File: config.mk
export PLATFORM = sky130hd
export DESIGN_NAME = mpu_uart_rx
export DESIGN_NICKNAME = d
export VERILOG_FILES = /design/src/rtl/mpr_pkg.sv /design/src/rtl/mpr_sync.sv /design/src/rtl/mpr_deser.sv /design/src/rtl/mpr_mode.sv /design/src/rtl/mpr_hold.sv /design/src/rtl/mpu_uart_rx.sv
export SDC_FILE = /design/constraint.sdc
export NUM_CORES = 1
export LEC_CHECK = 0
export BUFFER_PORTS_ARGS = -buffer_cell sky130_fd_sc_hd__buf_2
export CAP_MARGIN = 20
export CELL_PAD_IN_SITES_DETAIL_PLACEMENT = 0
export CELL_PAD_IN_SITES_GLOBAL_PLACEMENT = 1
export CORE_UTILIZATION = 43
export DETAILED_ROUTE_END_ITERATION = 10
export GPL_TIMING_DRIVEN = 0
export PLACE_DENSITY_LB_ADDON = 0.1
export SYNTH_ARGS = -nofsm -noshare
export SYNTH_HDL_FRONTEND = slang
export SYNTH_SLANG_ARGS = --single-unit
File: constraint.sdc
create_clock -name clk -period 1.7 [get_ports clk]
set_clock_uncertainty 0.15 [all_clocks]
set_input_delay 0.17 -clock clk [delete_from_list [all_inputs] [get_ports clk]]
set_output_delay 0.17 -clock clk [all_outputs]
set_load 0.02 [all_outputs]
File: src/rtl/mpr_pkg.sv
package mpr_pkg;
  typedef enum logic [1:0] {
    ST_IDLE  = 2'd0,
    ST_START = 2'd1,
    ST_BITS  = 2'd2
  } rx_state_e;

  typedef struct packed {
    logic mpb;
    logic ferr;
    logic gated;
  } mpr_tag_t;
endpackage

File: src/rtl/mpr_sync.sv
module mpr_sync #(
  parameter int STAGES = 2
) (
  input  logic clk,
  input  logic rst_n,
  input  logic d,
  output logic q
);
  logic [STAGES-1:0] chain;

  generate
    if (STAGES == 1) begin : g_one
      always_ff @(posedge clk or negedge rst_n) begin
        if (!rst_n) chain <= 1'b1;
        else        chain <= d;
      end
    end else begin : g_many
      always_ff @(posedge clk or negedge rst_n) begin
        if (!rst_n) chain <= '1;
        else        chain <= {chain[STAGES-2:0], d};
      end
    end
  endgenerate

  assign q = chain[STAGES-1];
endmodule

File: src/rtl/mpr_deser.sv
module mpr_deser
  import mpr_pkg::*;
#(
  parameter int DATA_W = 8,
  parameter int OVS    = 16
) (
  input  logic              clk,
  input  logic              rst_n,
  input  logic              rxd_s,
  input  logic              os_tick,
  input  logic              mode_now,
  output logic              frame_done,
  output logic [DATA_W-1:0] fr_data,
  output mpr_tag_t          fr_tag
);
  localparam int NBITS = DATA_W + 2;
  localparam int CW    = $clog2(OVS);
  localparam int BW    = $clog2(NBITS);
  localparam logic [CW-1:0] HALF = CW'(OVS/2 - 1);
  localparam logic [CW-1:0] FULL = CW'(OVS - 1);
  localparam logic [BW-1:0] LAST = BW'(NBITS - 1);

  rx_state_e        state;
  logic [CW-1:0]    cnt;
  logic [BW-1:0]    bidx;
  logic [NBITS-2:0] sh;
  logic [NBITS-1:0] nxt;
  logic             line_hi;
  logic             gate;

  assign nxt = {rxd_s, sh};

  always_ff @(posedge clk or negedge rst_n) begin
    if (!rst_n) begin
      state      <= ST_IDLE;
      cnt        <= '0;
      bidx       <= '0;
      sh         <= '0;
      line_hi    <= 1'b0;
      gate       <= 1'b0;
      frame_done <= 1'b0;
      fr_data    <= '0;
      fr_tag     <= '0;
    end else begin
      frame_done <= 1'b0;
      if (os_tick) begin
        unique case (state)
          ST_IDLE: begin
            if (rxd_s) begin
              line_hi <= 1'b1;
            end else if (line_hi) begin
              state <= ST_START;
              cnt   <= '0;
              gate  <= mode_now;
            end
          end
          ST_START: begin
            if (cnt == HALF) begin
              cnt <= '0;
              if (rxd_s) begin
                state   <= ST_IDLE;
                line_hi <= 1'b1;
              end else begin
                state <= ST_BITS;
                bidx  <= '0;
              end
            end else begin
              cnt <= cnt + 1'b1;
            end
          end
          ST_BITS: begin
            if (cnt == FULL) begin
              cnt <= '0;
              sh  <= nxt[NBITS-1:1];
              if (bidx == LAST) begin
                state        <= ST_IDLE;
                line_hi      <= rxd_s;
                frame_done   <= 1'b1;
                fr_data      <= nxt[DATA_W-1:0];
                fr_tag.mpb   <= nxt[DATA_W];
                fr_tag.ferr  <= ~rxd_s;
                fr_tag.gated <= gate;
              end else begin
                bidx <= bidx + 1'b1;
              end
            end else begin
              cnt <= cnt + 1'b1;
            end
          end
          default: state <= ST_IDLE;
        endcase
      end
    end
  end
endmodule

File: src/rtl/mpr_mode.sv
module mpr_mode
  import mpr_pkg::*;
(
  input  logic     clk,
  input  logic     rst_n,
  input  logic     mp_set,
  input  logic     frame_done,
  input  mpr_tag_t fr_tag,
  output logic     mode,
  output logic     accept
);
  logic wake;

  assign wake   = frame_done & fr_tag.gated & fr_tag.mpb;
  assign accept = frame_done & (~fr_tag.gated | fr_tag.mpb);

  always_ff @(posedge clk or negedge rst_n) begin
    if (!rst_n)      mode <= 1'b0;
    else if (mp_set) mode <= 1'b1;
    else if (wake)   mode <= 1'b0;
  end
endmodule

File: src/rtl/mpr_hold.sv
module mpr_hold
  import mpr_pkg::*;
#(
  parameter int DATA_W = 8
) (
  input  logic              clk,
  input  logic              rst_n,
  input  logic              accept,
  input  logic [DATA_W-1:0] fr_data,
  input  mpr_tag_t          fr_tag,
  input  logic              rx_ready,
  output logic              rx_valid,
  output logic [DATA_W-1:0] rx_data,
  output logic              rx_mpb,
  output logic              rx_ferr,
  output logic              rx_irq,
  output logic              rx_ovr
);
  logic room;

  assign room = ~rx_valid | rx_ready;

  always_ff @(posedge clk or negedge rst_n) begin
    if (!rst_n) begin
      rx_valid <= 1'b0;
      rx_data  <= '0;
      rx_mpb   <= 1'b0;
      rx_ferr  <= 1'b0;
      rx_irq   <= 1'b0;
      rx_ovr   <= 1'b0;
    end else begin
      rx_irq <= 1'b0;
      rx_ovr <= 1'b0;
      if (accept && room) begin
        rx_valid <= 1'b1;
        rx_data  <= fr_data;
        rx_mpb   <= fr_tag.mpb;
        rx_ferr  <= fr_tag.ferr;
        rx_irq   <= 1'b1;
      end else if (accept) begin
        rx_ovr <= 1'b1;
      end else if (rx_ready) begin
        rx_valid <= 1'b0;
      end
    end
  end
endmodule

File: src/rtl/mpu_uart_rx.sv
module mpu_uart_rx
  import mpr_pkg::*;
#(
  parameter int DATA_W = 8,
  parameter int OVS    = 16,
  parameter int SYNC_N = 2
) (
  input  logic              clk,
  input  logic              rst_n,
  input  logic              rxd,
  input  logic              os_tick,
  input  logic              mp_set,
  output logic              mp_en,
  output logic              rx_valid,
  input  logic              rx_ready,
  output logic [DATA_W-1:0] rx_data,
  output logic              rx_mpb,
  output logic              rx_ferr,
  output logic              rx_irq,
  output logic              rx_ovr
);
  logic              rxd_s;
  logic              frame_done;
  logic              accept;
  logic [DATA_W-1:0] fr_data;
  mpr_tag_t          fr_tag;

  mpr_sync #(.STAGES(SYNC_N)) u_sync (
    .clk(clk), .rst_n(rst_n), .d(rxd), .q(rxd_s)
  );

  mpr_deser #(.DATA_W(DATA_W), .OVS(OVS)) u_deser (
    .clk(clk), .rst_n(rst_n), .rxd_s(rxd_s), .os_tick(os_tick),
    .mode_now(mp_en), .frame_done(frame_done), .fr_data(fr_data),
    .fr_tag(fr_tag)
  );

  mpr_mode u_mode (
    .clk(clk), .rst_n(rst_n), .mp_set(mp_set), .frame_done(frame_done),
    .fr_tag(fr_tag), .mode(mp_en), .accept(accept)
  );

  mpr_hold #(.DATA_W(DATA_W)) u_hold (
    .clk(clk), .rst_n(rst_n), .accept(accept), .fr_data(fr_data),
    .fr_tag(fr_tag), .rx_ready(rx_ready), .rx_valid(rx_valid),
    .rx_data(rx_data), .rx_mpb(rx_mpb), .rx_ferr(rx_ferr),
    .rx_irq(rx_irq), .rx_ovr(rx_ovr)
  );
endmodule

==> After elaboration in Yosys (flattened, before gate mapping) <==
Cells that the tools add are included.
{ "op_classes": {"n_addsub": 2, "n_eq_ne": 13, "muxes": 34, "bitwise_logic": 8, "reduce_logical": 14} }
{ "op_table": {"columns": ["op", "n"], "rows": [
  ["two-way mux 4 bit", 8],
  ["two-way mux 1 bit", 16],
  ["two-way mux 2 bit", 6],
  ["case mux 4 bit (3 select lines)", 1],
  ["AND reduction 4 bit", 3],
  ["AND reduction 6 bit", 2],
  ["adder 4 x 1 -> 4 bit (second input constant)", 2],
  ["== test 4 bit (second input constant)", 2],
  ["inequality test 2 x 1 -> 1 bit (second input constant)", 4],
  ["inequality test 2 bit (second input constant)", 4],
  ["case mux 4 bit (2 select lines)", 1],
  ["case mux 2 bit (3 select lines)", 1],
  ["nonzero test 2 bit", 3],
  ["AND reduction 5 bit", 1],
  ["== test 4 x 3 -> 1 bit (second input constant)", 1],
  ["bitwise AND 1 bit", 3],
  ["inverter 1 bit", 3],
  ["case mux 1 bit (3 select lines)", 1],
  ["AND reduction 3 bit", 1],
  ["nonzero test 3 bit", 1],
  ["== test 2 x 1 -> 1 bit (second input constant)", 1],
  ["== test 2 bit (second input constant)", 1],
  ["zero test 2 bit", 1],
  ["OR 1 bit", 2],
  ["other kinds (2)", 2]
]} }
{ "word_totals": {"register_bits": 49, "input_bits": 6, "output_inout_bits": 14, "elab_cells": 90} }

==> Longest topological paths before layout <==
Gate-level depths: netlist (run 1).
{ "depth": {"ltp_word": 6, "depth_mapped": 7, "ltp_nobuf": 6} }

==> By module <==
Synthesis (run 1) repeated with hierarchy kept, for this count alone.
{ "unflattened": {"hier_cells": 164, "hier_area_um2": 2219.6} }
{ "modules_own_cells": {"columns": ["module", "instances", "cells_each", "area_each_um2", "seq_area_each_um2"], "rows": [
  ["mpr_deser", 1, 127, 1600.3, 825.8],
  ["mpr_hold", 1, 30, 518.0, 325.3],
  ["mpr_sync", 1, 2, 52.6, 52.6],
  ["mpr_mode", 1, 5, 48.8, 25.0]
]} }

==> Worst setup path before layout (run 1) <==
OpenSTA, ideal clock, no wires.
{ "synth_timing": {"path_kind": "register to register", "startpoint": "register u_deser.state[1]", "endpoint": "register u_deser.bidx[2]", "setup_time_ns": 0.129, "arrival_time_ns": 1.547, "t_required_ns": 1.421, "setup_slack_ns": -0.126, "path_stages_with_launch": 7, "path_buffers": 0, "synth_period_minus_slack_ns": 1.826, "path_cell_list": "dfrtp_1 > inv_1 > ha_1 > or4b_1 > a21o_1 > o21ai_0 > o21ai_0"} }
{ "synth_between": {"elab_chain_cells": 3, "word_cells_on_any_way": 9, "cone_classes": "eq/ne: 6; mux: 1; reduce/logical: 2"} }
{ "synth_lines": {"columns": ["element", "line_no", "text"], "rows": [
  ["start: declaration", "mpr_deser.sv:23", "rx_state_e state;"],
  ["start signal: assignment", "mpr_deser.sv:35", "state <= ST_IDLE;"],
  ["start signal: assignment", "mpr_deser.sv:52", "state <= ST_START;"],
  ["start signal: assignment", "mpr_deser.sv:61", "state <= ST_IDLE;"],
  ["== test 2 bit or == test 2 x 1 -> 1 bit (tied branches)", "mpr_deser.sv:47", "unique case (state)"],
  ["inequality test 2 x 1 -> 1 bit (no source line), or another cell as far along", null, null],
  ["AND reduction 6 bit (no source line)", null, null],
  ["end signal: assignment", "mpr_deser.sv:84", "bidx <= bidx + 1'b1;"],
  ["end: declaration", "mpr_deser.sv:25", "logic [BW-1:0] bidx;"]
]} }
Several ways; a longest one is shown, not always the timed one.
A chain may end at the register's enable or synchronous reset.

==> Worst setup path after layout (run 1) <==
{ "layout_timing": {"startpoint": "register u_deser.state[0]", "endpoint": "register u_deser.bidx[3]"} }
The elaborated chain is that of the path after synthesis.

==> impl_results.md, run 1 <==
- Status: complete, but fails checks
- Failing checks: negative setup slack
- Synth top area share: 55.1%
- DP Wirelength: 2500 microns
- I/O Buffers: 19
- Layout cells sized above 1: 46.0%
- Final setup margin: -141 ps
- Final net count: 223
- Area delta synth->final: 28.2%
- Cell with the most instances after synthesis: dfrtp_1
- Top cells by area, synth: dfrtp_1, mux2_2, ha_1
- Synth area leader: dfrtp_1
- Adder-Cell Fraction of Synth Area: 4.10%
- Fillers: 428
- Number of max-cap violations: 0
- Die W: 72.5 microns
- RSZ-0062 raised after global routing: yes
- Mapped Area: 2130 sq um
- Sequential cell area fraction in the yosys report: 57.6%
- Reg clk slew, reported paths: 90 ps
- Worst slew pin tran: 307 ps
- Total Wirelength: 3790 microns
- Worst Path Required: 1760 ps
- Final hold violations: 0
- Largest family of logic cells by synthesized area: multiplexers
- CTS Sinks: 49
- Post-synthesis compound-gate area fraction: 6.33%
- Synth Area in Simple Gates: 12.4%
- Final Setup Violations: 15
- Crit-path max FO: 6
- Largest net degree at the start of global routing: 50
- Utilization after layout: 57.6%
- Vias per cell: 4.87
- Root Buffer: clkbuf_8
- Normalized max-slew margin: 79.5%
- DRC viols: 0
- Synth Area in XOR/XNOR: 0%
- Worst Hold Class: input port to async pin
- Critical Path Start Type: register
- Diode count: 0
- H-tree levels: 2
- Fin. max-slew vios: 0
- Reg-to-reg startpoint: u_deser.state[0]
- R2R depth: 5
- Synth Register Bits: 49
- Synth warn: 0
- Gpl congestion: 0.729
- Worst Hold Slack: 78.0 ps
- CP Class: register to register
- Synthesized area per cell: 12.7 sq um
- Drt pass-1 iters: 4
- Cts bufs inserted: 5
- DR iter-0 viols: 62
- Achievable Freq: 543 MHz
- Net count after synthesis: 181
- CP Capture Type: register
- Core ar.: 4750 sq um
- Fin area: 2740 sq um
- Post-synthesis cell count: 168
- Netlist cell types: 31
- Min Tclk post-route: 1840 ps
- Mux contribution to synthesized area: 17.2%
- Clk_lat worst skew: 300 ps
- Maximum VDD drop: 0.997 mV
- Post-synth top cells: dfrtp_1, mux2_2, nand2_1, nand3_1, o21ai_0
- Pre-CTS WS: -208 ps
- Remaining antenna violation count: 0
- Post-synthesis async set-or-reset flop share: 100%
- GRT Util Overall: 16.0%
- Grt ovf: 0
- Starting Density: 44.9%
- Arrival time of the worst setup path: 1900 ps
- EDFF count, synth: 0
- I/O pin count: 20
- Die Area: 5250 sq um
- Clock Tree Buf Depth: 2
- Pleak: 1.30 nW
- P per Cell Area: 949 nW/um^2
- Via count: 1,355
- FF-to-FF End: u_deser.bidx[3]
- Tcrit/Tclk final: 108%
- Routed length per instance: 13.6 microns
- First-pass GRT wire length: 6310 microns
- DP Area: 2390 sq um
- Top_reg_cell synth: dfrtp_1
- Worst R2R Setup Slack: -140 ps
- Die Height: 72.5 microns
- CTS tree: built
- Cell Rows: 25
- Vias in the first global route: 1,323
- Initial antenna violation count: 0
[worst max-delay path by stage]
stage                                 from         endpoint  slack (ps)  cells past startpoint
final                     u_deser.state[0]  u_deser.bidx[3]        -140                      5
after global routing      u_deser.state[0]  u_deser.bidx[3]        -190                      5
after CTS                 u_deser.state[1]  u_deser.bidx[2]        -140                      5
after detailed placement  u_deser.state[0]  u_deser.bidx[1]        -210                      6
after global placement    u_deser.state[0]  u_deser.bidx[1]        -160                      6
after floorplan           u_deser.state[0]  u_deser.bidx[1]         -80                      6
[layout by cell type, fill, tap and decap left out, types with 4 or more instances in the layout]
master    count
mux2_2       19
inv_1         5
o21ai_1       6
nand3_1      10
nand2_1      11
o21ai_0       4
mux2_4       11
dfrtp_1      46
buf_2        20
clkbuf_8      7
buf_4        10
nand2b_1      4
[sequential cells by signal, summed over array words and instances (netlist names)]
register and count:
u_deser.sh 9, u_deser.fr_data 8, u_hold.rx_data 8, u_deser.bidx 4
u_deser.cnt 4, u_deser.fr_tag 3, u_deser.state 2, u_sync.chain 2
u_deser.frame_done 1, u_deser.gate 1, u_deser.line_hi 1, u_hold.rx_ferr 1
u_hold.rx_irq 1, u_hold.rx_mpb 1, u_hold.rx_ovr 1, u_hold.rx_valid 1
u_mode.mode 1
[worst max-delay path, stage by stage (launching register included)]
cell,delay (ps)
dfrtp_1,410
inv_2,70
ha_4,170
or4b_4,480
a21o_4,260
o311ai_4,210
[through the flow]
step / cells / power, mW / TNS (ps)
floorplan: 168 / 1.63 / -507
global placement: 254 / 1.72 / -2850
detailed placement: 254 / 1.74 / -4030
CTS: 275 / 2.60 / -1340
global route: 278 / 2.75 / -2680
finish: 278 / 2.60 / -1400
[kinds of logic after synthesis]
family,after synthesis
simple gates,47
flops,49
buf+inv,11
compound gates,21
mux,33
fa+ha+maj,7
[power by group]
group	internal [mW]	switching, mW	leakage [nW]
clock	0.330	0.374	0.0512
combinational	0.301	0.303	0.601
sequential	1.23	0.0599	0.653
total	1.86	0.737	1.30
[cell type report]
class	instances	area (sq um)	share of cell area, %
Clock inverter	2	13.8	0.503
Clock buffer	6	82.6	3.02
Inverter	7	26.3	0.960
Timing Repair Buffer	35	256	9.37
Sequential cell	49	1230	44.9
Tap cell	67	83.8	3.06
Multi-Input combinational cell	108	993	36.3
Buffer	4	50.0	1.83
[metal layers]
metal	share of wire [%]	track usage, %
met1	49	22.0
met2	47	24.6
met4	1.7	7.19
met3	2.5	3.33
met5	0	0
[what timing repair did]
item	CTS	global route
setup endpoints to repair	33	30
setup buffers	10	1
gates resized for setup	13	12
gates cloned	0	1
pin swaps	13	8
endpoints found under the hold margin	49	0
hold buffers	3	0
No activity file was read; power rests on OpenSTA's default activity.
==> run 2: changes to the inputs <==
--- a/config.mk
+++ b/config.mk
@@ -11,7 +11,7 @@
 export CELL_PAD_IN_SITES_GLOBAL_PLACEMENT = 1
 export CORE_UTILIZATION = 43
 export DETAILED_ROUTE_END_ITERATION = 10
-export GPL_TIMING_DRIVEN = 0
+export HOLD_SLACK_MARGIN = 0.1
 export PLACE_DENSITY_LB_ADDON = 0.1
 export SYNTH_ARGS = -nofsm -noshare
 export SYNTH_HDL_FRONTEND = slang
==> run 2 against run 1 <==
Against the previous run: the flow still finishes with violations (negative setup slack); clock power up 17%; total power increased by 15%; global-route usage increased by 1.5 points; via count grew 9.8%; first-iteration DRC count grew 19%; sequential share of layout area shrank 2.9 points; core utilization is 3.9 points higher; final area grew 6.9%; critical path type unchanged; largest power group unchanged; highest routed layer unchanged.
==> impl_results.md, run 2 (synthesized netlist as in run 1, its figures left out) <==
- Clock Tree Buf Depth: 2
- Final hold violations: 0
- Fin. max-slew vios: 0
- Fillers: 401
- I/O pin count: 20
- Worst Hold Slack: 151 ps
- Final Setup Violations: 17
- Number of flip-flops under the largest register name: 9
- Core ar.: 4750 sq um
- Fin area: 2920 sq um
- Vias per cell: 5.08
- Top Registers: u_deser.sh: 9 flops, u_deser.fr_data: 8 flops, u_hold.rx_data: 8 flops
- Root Buffer: clkbuf_8
- CTS tree: built
- Most frequent cells in the layout: dfrtp_1, buf_4, buf_2
- Area delta synth->final: 37.0%
- CP Capture Point: u_deser.bidx[1]
- DR iter-0 viols: 74
- Final net count: 238
- H-tree levels: 2
- Pleak: 1.41 nW
- CP Capture Type: register
- Normalized max-slew margin: 74.6%
- Largest net degree at the start of global routing: 50
- Tcrit/Tclk final: 108%
- Starting Density: 44.9%
- Achievable Freq: 544 MHz
- Diode count: 0
- DRC viols: 0
- CP startpoint: u_deser.state[0]
- Reg-to-reg startpoint: u_deser.state[0]
- DP Wirelength: 2690 microns
- Number of max-cap violations: 0
- Arrival time of the worst setup path: 1880 ps
- Remaining antenna violation count: 0
- Reg with most FFs: u_deser.sh
- First-pass GRT wire length: 7050 microns
- Total Wirelength: 4190 microns
- CTS Sinks: 49
- Via count: 1,488
- Status: complete, but fails checks
- RSZ-0062 raised after global routing: yes
- Clk_lat worst skew: 300 ps
- Utilization after layout: 61.5%
- Commonest non-fill, non-tap cell in the layout: dfrtp_1
- Final Non-Filler Cells: 293
- Reg clk slew, reported paths: 80 ps
- Vias in the first global route: 1,546
- Drt pass-1 iters: 4
- Layout cells sized above 1: 52.2%
- Die Height: 72.5 microns
- Worst Hold Class: input port to register
- Crit-path max FO: 6
- R2R depth: 6
- CP Class: register to register
- FF-to-FF End: u_deser.bidx[1]
- Min Tclk post-route: 1840 ps
- Failing checks: negative setup slack
- GRT Util Overall: 17.6%
- Worst Path Required: 1740 ps
- DP Area: 2540 sq um
- Gpl congestion: 0.773
- Cell Rows: 25
- Die Area: 5250 sq um
- Worst slew pin tran: 380 ps
- Initial antenna violation count: 0
- Final setup margin: -137 ps
- Die W: 72.5 microns
- P per Cell Area: 1020 nW/um^2
- Worst R2R Setup Slack: -140 ps
- Critical Path Start Type: register
- Grt ovf: 0
- Maximum VDD drop: 0.582 mV
- Placed Cells: 273
- Cts bufs inserted: 5
- I/O Buffers: 19
- Routed length per instance: 14.3 microns
==> run 2: cell types whose count changed in the layout (fill, tap and decap cells not counted), moves of 2 or more <==
cell      delta
mux2_4       +4
buf_4       +13
mux2_2       -4
clkbuf_8     -2
buf_6        +2
o21ai_0      -2
==> run 2: how the worst min path moves through the flow <==
| stage | startpoint | end | slack [ps] | cells past startpoint |
|---|---|---|---|---|
| 2_1_floorplan | rst_n | u_deser.bidx[0] | -280 | 0 |
| 5_1_grt | os_tick | u_deser.gate | 170 | 3 |
| 4_1_cts | os_tick | u_deser.gate | 140 | 3 |
| 3_5_place_dp | rst_n | u_deser.bidx[3] | 20 | 2 |
| 6_report | os_tick | u_deser.gate | 150 | 3 |
| 3_3_place_gp | rst_n | u_deser.bidx[0] | 20 | 2 |
==> run 2: routing by layer <==
layer,share of wire [%],vias up,track usage (%),wire [microns]
met5,0,-,0,0
met4,1.5,0,5.88,61
met3,3.1,7,4.31,131
met2,49,27,28.7,2040
met1,47,747,23.0,1950
li1,-,707,-,-
==> run 2: repair_timing <==
item / in CTS / in global routing
endpoints found under the setup margin: 20 / 32
buffers inserted: 5 / 2
pin swaps: 9 / 8
hold buffers: 4 / 0
gates cloned: 1 / 1
resized for setup: 21 / 22
endpoints found under the hold margin: 53 / 0
==> run 2: power breakdown <==
part / internal [mW] / switching [mW]
clock: 0.442 / 0.379
combinational: 0.465 / 0.397
sequential: 1.23 / 0.0620
==> run 2: metrics by stage <==
stage                     setup TNS, ps  setup WS [ps]  total power [mW]
after floorplan                    -507          -79.5              1.63
after global placement             -479           -104              1.89
after detailed placement          -1180           -144              1.93
after CTS                          -567           -135              2.88
after global routing              -2430           -199              3.15
final                             -1040           -137              2.97
==> run 2: worst max-delay path, stage by stage, from the launching register on <==
cell and delay [ps]:
dfrtp_1 400, buf_4 140, ha_4 140, or4b_4 460
a21o_4 240, o21ai_1 130, o21ai_1 80
==> run 2: cell type report <==
| cell class | instances | area, sq um | share of cell area [%] |
|---|---|---|---|
| clock buffer | 6 | 72.6 | 2.48 |
| clock inverter | 2 | 38.8 | 1.33 |
| multi-input combinational | 109 | 1060 | 36.3 |
| tap | 67 | 83.8 | 2.87 |
| timing repair buffer | 53 | 413 | 14.1 |
| sequential | 49 | 1230 | 42.0 |
| inverter | 7 | 26.3 | 0.899 |
==> run 3: changes to the inputs <==
==> constraint.sdc (replaced) <==
create_clock -name clk -period 1.5 [get_ports clk]
set_clock_uncertainty 0.15 [all_clocks]
set_input_delay 0.15 -clock clk [delete_from_list [all_inputs] [get_ports clk]]
set_output_delay 0.15 -clock clk [all_outputs]
set_load 0.02 [all_outputs]
==> run 3 against run 2 <==
Against the previous run: the run still ends with negative setup slack left; clock-buffer cell count unchanged; register-to-register slack worse by 200 ps; non-clock buffer count up 2; worst setup slack worse by 200 ps; sequential share of layout area down 0.33 points; critical path type unchanged.
==> impl_results.md, run 3 (synthesized netlist as in run 1, its figures left out) <==
- Arrival time of the worst setup path: 1880 ps
- Worst Path Required: 1540 ps
- Critical Path Start Type: register
- Clock Tree Buf Depth: 2
- CTS tree: built
- Min Tclk post-route: 1840 ps
- Drt pass-1 iters: 4
- GRT busiest layer: met2
- Area delta synth->final: 38.2%
- Normalized max-slew margin: 75.6%
- Number of flip-flops under the largest register name: 9
- Crit-path max FO: 6
- Pleak: 1.41 nW
- Most frequent cells in the layout: dfrtp_1, buf_4, mux2_4, buf_2, nand2_1
- DR iter-0 viols: 70
- Clock power frac: 28.1%
- Die Area: 5250 sq um
- CP startpoint: u_deser.state[0]
- Die W: 72.5 microns
- Multi-input logic area: 1090 sq um
- I/O Buffers: 19
- GR Util met1: 24.8%
- CP Capture Type: register
- Reg with most FFs: u_deser.sh
- Maximum VDD drop: 0.701 mV
- P per Cell Area: 1140 nW/um^2
- Grt ovf: 0
- RSZ-0062 raised after global routing: yes
- Crit-path cells: inv_2 -> ha_4 -> or4b_4 -> a21o_4 -> o21ai_2 -> o21ai_1
- Status: complete, but fails checks
- Final hold violations: 0
- I/O pin count: 20
- Worst slew pin tran: 365 ps
- Register area: 1230 sq um
- Sequential Power Share: 43.4%
- Int Power: 2.42 mW
- Core ar.: 4750 sq um
- Cell Rows: 25
- Reg clk slew, reported paths: 90 ps
- Psw: 0.951 mW
- Final Setup Violations: 32
- CP Class: register to register
- Initial antenna violation count: 0
- Worst Hold Slack: 128 ps
- Comb pwr share: 28.5%
- Total Wirelength: 4280 microns
- Remaining antenna violation count: 0
- Number of max-cap violations: 0
- Largest net degree at the start of global routing: 38
- Layout cells sized above 1: 53.5%
- Worst Hold Class: input port to async pin
- DP Wirelength: 2790 microns
- Root Buffer: clkbuf_8
- Routed length per instance: 14.5 microns
- First-pass GRT wire length: 7190 microns
- Vias per cell: 4.97
- Starting Density: 44.9%
- Diode count: 0
- Slowest stage delay, CP: 480 ps
- Achievable Freq: 545 MHz
- Commonest non-fill, non-tap cell in the layout: dfrtp_1
- CP max-delay cell: or4b_4
- Tcrit/Tclk final: 122%
- Clk_lat worst skew: 300 ps
- Met2 GRT Util: 28.3%
- Via count: 1,467
- Utilization after layout: 62.1%
- H-tree levels: 2
- Reg-to-reg startpoint: u_deser.state[0]
- Pre-CTS WS: -392 ps
- Switch share: 28.2%
- Final Power: 3.37 mW
- Final setup margin: -336 ps
- Vias in the first global route: 1,499
- Gpl congestion: 0.831
- Setup TNS: -6440 ps
- Global-route track usage on met3: 3.33%
- Failing checks: negative setup slack
- CTS Sinks: 49
- Final net count: 240
- Fin. max-slew vios: 0
- Die Height: 72.5 microns
- Top Registers: u_deser.sh: 9 flops, u_deser.fr_data: 8 flops, u_hold.rx_data: 8 flops
- Fillers: 391
- Cts bufs inserted: 5
- DRC viols: 0
- GRT Util Overall: 18.1%
-- run 3: cell types whose count changed in the layout (fill, tap and decap cells not counted), sizes merged --
cell and delta:
dlygate4sd3 -1, clkbuf -1, buf +4
-- run 3: routing by layer --
metal / up-vias / routed length (microns)
met4: 0 / 44
met1: 734 / 2040
met5: - / 0
li1: 707 / -
met2: 21 / 2100
met3: 5 / 88
-- run 3: worst max-delay path: cells and delay by family, from the launching register on --
kind                     cells  cell delay [ps]
adder cells (fa/ha/maj)      1              170
buffers and inverters        1               70
AO/OA/AOI/OAI                3              450
flip-flops                   1              410
AND/OR/NAND/NOR              1              480
-- run 3: power by group through the flow --
| stage | sequential (mW) | combinational, mW | clock [mW] |
|---|---|---|---|
| floorplan | 1.48 | 0.396 | 0 |
| global placement | 1.48 | 0.710 | 0 |
| CTS | 1.46 | 0.921 | 0.968 |
| global route | 1.47 | 1.06 | 1.01 |
| detailed placement | 1.49 | 0.724 | 0 |
| finish | 1.46 | 0.961 | 0.949 |
-- run 3: per-stage QoR --
step           instances  area [sq um]
2_1_floorplan        168          2270
3_3_place_gp         278          2640
3_5_place_dp         278          2640
4_1_cts              294          2890
5_1_grt              295          2950
6_report             295          2950
-- run 3: path summary, 6_finish.rpt --
kind | to | slack [ps] | cells past startpoint
max in group asynchronous | u_deser.sh[4] | 580 | 3
setup / recovery | u_deser.bidx[2] | -340 | 6
hold / removal | u_deser.bidx[3] | 130 | 2
hold reg to reg | u_sync.chain[1] | 210 | 0
min in group clk | u_hold.rx_ovr | 140 | 4
setup reg to reg | u_deser.bidx[2] | -340 | 6
-- run 3: final cells by class --
| class | count | share of cell area, % |
|---|---|---|
| clock buffers | 6 | 2.46 |
| inverters | 7 | 0.891 |
| flip-flops and latches | 49 | 41.7 |
| repair buffers | 55 | 14.0 |
| clock inverters | 2 | 1.31 |
| well taps | 67 | 2.84 |
| multi-input cells | 109 | 36.9 |
-- run 3: timing repair --
action	CTS	global route
setup buffers	5	3
pin swaps	16	11
cloned	2	0
resized for setup	23	13
endpoints found under the hold margin	53	0
endpoints found under the setup margin	32	36
hold buffers	4	0
